`src/rtl/flash_cmd_seq.sv`:
```
module flash_cmd_seq #(
  parameter int LEN_W = 16
) (
  input  logic             clk,
  input  logic             rst_n,
  input  logic             req_valid,
  input  logic [2:0]       req_cmd,
  input  logic [23:0]      req_addr,
  input  logic [LEN_W-1:0] req_len,
  output logic             busy,
  output logic             cs_n,
  output logic [7:0]       xfer_tx,
  output logic             xfer_start,
  input  logic             xfer_ready,
  input  logic [7:0]       xfer_rx,
  output logic             resp_valid,
  output logic [7:0]       resp_data
);
  localparam int CW = LEN_W + 1;

  typedef enum logic [1:0] {S_IDLE, S_PREP, S_GO, S_WAIT} st_t;
  st_t st;

  logic [2:0]    cmd_q;
  logic [23:0]   addr_q;
  logic [CW-1:0] idx, total_q, hdr_q;
  logic [CW-1:0] hdr_n, nresp_n;

  wire has_addr = (cmd_q == 3'd0) || (cmd_q == 3'd5);
  wire accept   = (st == S_IDLE) && req_valid && (req_cmd < 3'd6);

  always_comb begin
    case (req_cmd)
      3'd0:    begin hdr_n = CW'(4); nresp_n = CW'(req_len); end
      3'd1:    begin hdr_n = CW'(1); nresp_n = CW'(2); end
      3'd2:    begin hdr_n = CW'(1); nresp_n = CW'(3); end
      3'd3:    begin hdr_n = CW'(5); nresp_n = CW'(8); end
      3'd5:    begin hdr_n = CW'(4); nresp_n = '0; end
      default: begin hdr_n = CW'(1); nresp_n = '0; end
    endcase
  end

  always_comb begin
    xfer_tx = 8'h00;
    if (idx == '0) begin
      case (cmd_q)
        3'd0:    xfer_tx = 8'h03;
        3'd1:    xfer_tx = 8'h05;
        3'd2:    xfer_tx = 8'h9F;
        3'd3:    xfer_tx = 8'h4B;
        3'd4:    xfer_tx = 8'h06;
        default: xfer_tx = 8'h20;
      endcase
    end else if (has_addr && idx == CW'(1)) xfer_tx = addr_q[23:16];
    else if (has_addr && idx == CW'(2))     xfer_tx = addr_q[15:8];
    else if (has_addr && idx == CW'(3))     xfer_tx = addr_q[7:0];
  end

  assign xfer_start = (st == S_GO);

  always_ff @(posedge clk or negedge rst_n) begin
    if (!rst_n) begin
      st         <= S_IDLE;
      busy       <= 1'b0;
      cs_n       <= 1'b1;
      cmd_q      <= '0;
      addr_q     <= '0;
      idx        <= '0;
      total_q    <= '0;
      hdr_q      <= '0;
      resp_valid <= 1'b0;
      resp_data  <= '0;
    end else begin
      resp_valid <= 1'b0;
      case (st)
        S_IDLE: if (accept) begin
          cmd_q   <= req_cmd;
          addr_q  <= req_addr;
          hdr_q   <= hdr_n;
          total_q <= hdr_n + nresp_n;
          idx     <= '0;
          busy    <= 1'b1;
          cs_n    <= 1'b0;
          st      <= S_PREP;
        end
        S_PREP: if (xfer_ready) st <= S_GO;
        S_GO:   st <= S_WAIT;
        S_WAIT: if (xfer_ready) begin
          if (idx >= hdr_q) begin
            resp_valid <= 1'b1;
            resp_data  <= xfer_rx;
          end
          if (idx == total_q - CW'(1)) begin
            st   <= S_IDLE;
            busy <= 1'b0;
            cs_n <= 1'b1;
          end else begin
            idx <= idx + CW'(1);
            st  <= S_PREP;
          end
        end
        default: st <= S_IDLE;
      endcase
    end
  end
endmodule

```
`config.mk`:
```
export PLATFORM = sky130hd
export DESIGN_NAME = flash_cmd_seq
export DESIGN_NICKNAME = d
export VERILOG_FILES = /design/src/rtl/flash_cmd_seq.sv
export SDC_FILE = /design/constraint.sdc
export NUM_CORES = 1
export LEC_CHECK = 0
export BUFFER_PORTS_ARGS = -buffer_cell sky130_fd_sc_hd__clkbuf_2
export CAP_MARGIN = 20
export CORE_UTILIZATION = 59
export DETAILED_ROUTE_END_ITERATION = 6
export MAX_ROUTING_LAYER = met4
export PLACE_DENSITY_LB_ADDON = 0.08
export SLEW_MARGIN = 10
export SYNTH_ARGS = -nofsm -noshare
export SYNTH_HDL_FRONTEND = slang
export SYNTH_SLANG_ARGS = --single-unit
export TNS_END_PERCENT = 100
```
`constraint.sdc`:
```
create_clock -name clk -period 8.1 [get_ports clk]
set_input_delay 0.81 -clock clk [delete_from_list [all_inputs] [get_ports clk]]
set_output_delay 0.81 -clock clk [all_outputs]
set_load 0.05 [all_outputs]
```
Word level (Yosys, flattened, before mapping)
Index checks and enable logic that the tools add are counted.
Widths: inputs -> output; s select.
{"block": "word_totals", "regBits": 91, "latchBits": 0, "mem_bits_rw": 0, "mem_bits_ro": 0, "inputBits": 55, "out_inout_bits": 20, "wordCells": 80, "n_memories": 0}
{"block": "classes", "add_sub_neg": 3, "n_mul": 0, "div_mod_pow": 0, "order_cmp": 2, "n_eq_ne": 21, "shifts": 0, "muxes": 27, "n_bitwise": 0, "reduce_logical": 17}
{"operator": "$pmux 16 s4", "n": 1}
{"operator": "$mux 17", "n": 3}
{"operator": "$pmux 8 s5", "n": 1}
{"operator": "$eq 17x2->1 const B", "n": 2}
{"operator": "$pmux 17 s2", "n": 1}
{"operator": "$mux 8", "n": 4}
{"operator": "$add 17x1->17 const B", "n": 1}
{"operator": "$add 17x17->17", "n": 1}
{"operator": "$eq 17x1->1 const B", "n": 1}
{"operator": "$eq 17x17->1", "n": 1}
{"operator": "$ge 17x17->1", "n": 1}
{"operator": "$logic_not 17->1", "n": 1}
{"operator": "$sub 17x1->17 const B", "n": 1}
{"operator": "$eq 3x2->1 const B", "n": 4}
{"operator": "$mux 1", "n": 10}
{"operator": "$ne 2x2->1 const B", "n": 5}
{"operator": "$eq 3x3->1 const B", "n": 3}
{"operator": "$pmux 2 s4", "n": 1}
{"operator": "$reduce_and 4->1", "n": 2}
{"operator": "$eq 3x1->1 const B", "n": 2}
{"operator": "$logic_not 3->1", "n": 2}
{"operator": "$mux 2", "n": 3}
{"operator": "$pmux 3 s2", "n": 1}
{"operator": "$reduce_and 3->1", "n": 2}
{"operator": "10 further kinds", "n": 16}

Depth between registers and ports, before layout
{"block": "logic_depth", "ltp_word": 7, "mapped_depth": 11, "ltp_nobuf": 10}

Worst setup path after synthesis
No wires, ideal clock.
{"block": "synth_timing", "kind": "register to output", "from": "reg idx[4]", "to": "out xfer_tx[6]", "t_arrival_ns": 2.819, "setup_slack_ns": 4.471, "stages_incl_launch_ff": 10, "path_buffers": 2, "path_cell_list": "dfrtp_1 -> clkbuf_1 -> nor4_1 -> nand4_1 -> nor2_1 -> and3_1 -> clkbuf_1 -> a22o_1 -> mux2i_1 -> o21ai_0"}
{"block": "synth_between", "elab_chain_cells": 6}
{"element": "start: declaration", "line": "26", "source": "logic [CW-1:0] idx, total_q, hdr_q;"}
{"element": "start signal: assignment", "line": "98", "source": "idx <= idx + CW'(1);"}
{"element": "$eq 17x2->1", "line": "56", "source": "else if (has_addr && idx == CW'(3)) xfer_tx = addr_q[7:0];"}
{"element": "$logic_and 1x1->1", "line": "56"}
{"element": "$mux 8", "line": "56"}
{"element": "$mux 8", "line": "55", "source": "else if (has_addr && idx == CW'(2)) xfer_tx = addr_q[15:8];"}
{"element": "$mux 8", "line": "54", "source": "end else if (has_addr && idx == CW'(1)) xfer_tx = addr_q[23:16];"}
{"element": "$mux 8 (*)", "line": "45", "source": "if (idx == '0) begin"}
{"element": "end: declaration", "line": "12", "source": "output logic [7:0] xfer_tx,"}
Mark *: on every way between the ends. The rest lies on a longest branch, timed or not.

Worst setup path after layout
{"block": "layout_timing", "from": "reg idx[15]", "to": "out xfer_tx[7]"}
The elaborated chain is that of the path after synthesis.

==> results.md <==
* Pwr dens at 361 nW/µm²
* Final instance area at 5450 µm²
* Yosys top cell area share at 39.0%
* DP HPWL at 7.39 mm
* Routed vias at 3993
* Status: finished clean
* Cell Int Power at 1.16 mW
* Worst reg-to-reg setup slack at 4860 ps
* Sequential power share at 38.0%
* Crit path cell chain: nor4_1, nand4_1, nor2_1, and4b_1, a22o_1, mux2i_1, o21ai_0, clkbuf_2
* Crit. End Element: primary output
* Period utilization at 45.1%
* Nets at 638
* Starting Density at 61.6%
* Period minus WS final at 3650 ps
* Die height at 92.3 µm
* Post-Syn Nets at 583
* Post-Route WL at 10.5 mm
* Final Non-Filler Cells at 674
* Worst-margin pin slew at 952 ps
* Worst path bufs/invs at 1
* Placed cell area at 5180 µm²
* CTS Buf Count at 9
* Number of vias per cell at 5.92
* Deepest clock path buffer count at 2
* Die area at 8520 µm²
* Fillers at 648
* Antenna diode count at 0
* WHS Endpoint: addr_q[4]$_DFFE_PN0P_
* DIE WIDTH at 92.3 µm
* Clock Latency Late Sink at 350 ps
* Setup Buffers After CTS at 0
* Total grt overflow at 0
* Synthesized area at 4810 µm²
* Layout cells sized above 1 at 25.0%
* Class of the tightest hold or removal check: reg -> reg
* Largest net degree at the start of global routing at 77
* P_leak at 2.50 nW
* Max VDD drop at 0.000275 V
* Clk pwr share at 19.4%
* Syn avg cell area at 9.38 µm²
* Reg-to-Reg End: st[0]$_DFFE_PN0P_
* Worst hold path cell count at 1
* Initial antenna violation count at 0
* Combinational power share at 42.6%
* I/O Pins at 75
* Hold buffers post-CTS at 0
* Initial DRC count at 153
* Cell family with most CP delay: simple AND/OR/NAND/NOR gates
* Critical path's slowest cell: dfrtp_1
* R2R depth at 8
* Cells after DPL at 658
* Max Slew Vio Count at 0
* Clock-pin slew on the worst setup and hold paths at 90 ps
* Critical Path AT at 2840 ps
* Root buf cell: clkbuf_8
* Routability cong. at 0.846
* Final setup fails at 0
* First-pass GRT wire length at 17.3 mm
* FFs w/ async S/R, synth at 100%
* Vias in the first global route at 3795
* CTS tree: yes
* # resized after CTS at 0
* Synth unique cells at 59
* Slowest Stage Delay on Critical Path at 480 ps
* ANT nets after route at 0
* Total global-route track usage at 26.2%
* Cell taking the most area after synthesis: dfrtp_1
* Footprint of the multi-input gates at 2720 µm²
* Core Area at 7810 µm²
* CTS sink count at 76
* Post-synth EDFFs at 0
* First-pass DRT Iterations at 6
* Clock Skew at 14.7 ps
* CP max FO at 8
* Yosys reg bits at 76
* Area contributors post-synth: dfrtp_1, mux2_2, nand2_1, xnor2_1, ha_1
* Port Buffer Count at 74
* Switching portion of total power at 41.1%
* Startpoint Class: flip-flop
* Register area at 1900 µm²
* DRC errors left at 0
* Register area share after synthesis at 39.6%
* Unrepaired setup endpoints after global routing: false
* WP data required at 7290 ps
* Area Overhead vs Synth at 13.3%
* Final Util at 69.8%
* Critical path class: reg -> out
* Max-Cap Viols at 0
* Core Rows at 32
* CTS H-Tree Depth at 3
* Hold Fails Final Rpt at 0
* Hold Crit Start: addr_q[4]$_DFFE_PN0P_
* Worst reg2reg startpoint: total_q[2]$_DFFE_PN0P_
* NetSw at 808 µW
* Achievable Freq at 0.274 GHz
* Worst relative slew slack at 36.5%
* Syn. warnings at 0
* Gate Count Post-Synth at 513
* Main synth FF type: dfrtp_1
* Per-cell routed wire length at 15.6 µm
* Fin Hold WS at 510 ps
* Setup_tns at 0 ps
## cells in the mapped netlist (2+ instances only)
master	number
dfrtp_1	75
nand2_1	64
mux2_2	39
nor2_1	36
o21ai_0	33
clkbuf_1	25
xnor2_1	22
nand3_1	18
ha_1	15
xor2_1	14
inv_1	13
and3_1	12
mux2i_1	10
a22o_1	9
nor3_1	9
nand2b_1	8
nor4_1	8
or3_1	7
a21oi_1	6
o211ai_1	6
o311ai_0	6
nand3b_1	5
nand4_1	5
a21o_1	4
a31o_2	4
a31oi_1	4
and2_1	4
nor4b_1	4
or4_1	4
a211oi_1	3
buf_2	3
nor3b_1	3
a21boi_1	2
a22oi_1	2
and4b_1	2
buf_1	2
buf_6	2
nor2b_1	2
o41ai_1	2
or4_4	2
## cell usage in the layout, fill, tap and decap left out, types with 5 or more instances in the layout
| master | synthesis | routed |
|---|---|---|
| a21oi_1 | 6 | 6 |
| mux2i_1 | 10 | 10 |
| and3_1 | 12 | 12 |
| o311ai_0 | 6 | 6 |
| xor2_1 | 14 | 14 |
| mux2_2 | 39 | 39 |
| inv_1 | 13 | 13 |
| nand3_1 | 18 | 18 |
| nor2_1 | 36 | 36 |
| nand2b_1 | 8 | 8 |
| nor4_1 | 8 | 8 |
| o21ai_0 | 33 | 33 |
| nand4_1 | 5 | 5 |
| nand2_1 | 64 | 64 |
| nor3_1 | 9 | 9 |
| nand3b_1 | 5 | 5 |
| dfrtp_1 | 75 | 75 |
| o211ai_1 | 6 | 6 |
| clkbuf_8 | 0 | 9 |
| or3_1 | 7 | 7 |
| clkbuf_2 | 1 | 73 |
| ha_1 | 15 | 15 |
| a22o_1 | 9 | 9 |
| xnor2_1 | 22 | 22 |
## cell families (layout without fill, tap and decap cells)
| family | Yosys count | in the layout | synth area share [%] |
|---|---|---|---|
| buffers and inverters | 46 | 105 | 4.01 |
| AOI/OAI and AO/OA | 90 | 90 | 12.8 |
| xor gates and xnor gates | 36 | 36 | 6.55 |
| muxes | 51 | 51 | 12.0 |
| adders and majority gates | 15 | 15 | 3.90 |
| and+or+nand+nor | 199 | 199 | 21.2 |
| DFF | 76 | 76 | 39.6 |
## state kept, by name (all words and copies together), names as in the netlist
signal and count:
hdr_q 2, resp_data 8, idx 17, resp_valid 1, cmd_q 3, st 2
cs_n 1, busy 1, addr_q 24, total_q 17
## power by group through the flow
| stage | registers [mW] | logic [mW] | clock network (mW) |
|---|---|---|---|
| finish | 0.747 | 0.838 | 0.380 |
| global route | 0.773 | 0.922 | 0.398 |
| CTS | 0.744 | 0.836 | 0.386 |
| detailed placement | 0.750 | 0.829 | 0 |
| global placement | 0.739 | 0.801 | 0 |
| floorplan | 0.732 | 0.650 | 0 |
## worst max path at each step
stage                                 startpoint             endpoint  cells past startpoint
after floorplan               idx[4]$_DFFE_PN0P_           xfer_tx[6]                      9
after global placement    total_q[2]$_DFFE_PN0P_  idx[14]$_DFFE_PN0P_                      8
after detailed placement  total_q[2]$_DFFE_PN0P_   idx[8]$_DFFE_PN0P_                      8
after CTS                    idx[15]$_DFFE_PN0P_           xfer_tx[7]                      8
after global routing          idx[7]$_DFFE_PN0P_           xfer_tx[2]                      8
final                        idx[15]$_DFFE_PN0P_           xfer_tx[7]                      8
## per-stage QoR
| step | worst slack, ps | power [mW] |
|---|---|---|
| detailed placement | 4670 | 1.58 |
| finish | 4450 | 1.97 |
| global placement | 4780 | 1.54 |
| CTS | 4470 | 1.97 |
| global route | 4260 | 2.09 |
| floorplan | 4470 | 1.38 |
## area by class of cell
| cell class | count | area share (%) |
|---|---|---|
| multi-input combinational | 391 | 49.8 |
| tap | 102 | 2.34 |
| clock inverter | 6 | 2.52 |
| sequential | 76 | 34.9 |
| timing repair buffer | 77 | 7.25 |
| inverter | 13 | 0.895 |
| clock buffer | 9 | 2.27 |
## per-layer routing
layer / wire, µm / global-route usage, % / vias to the layer above
li1: - / - / 1948
met1: 4450 / 31.7 / 1921
met2: 5350 / 44.3 / 106
met3: 513 / 4.76 / 18
met4: 169 / 8.85 / 0
met5: 0 / - / -
No activity file was read; power rests on OpenSTA's default activity.
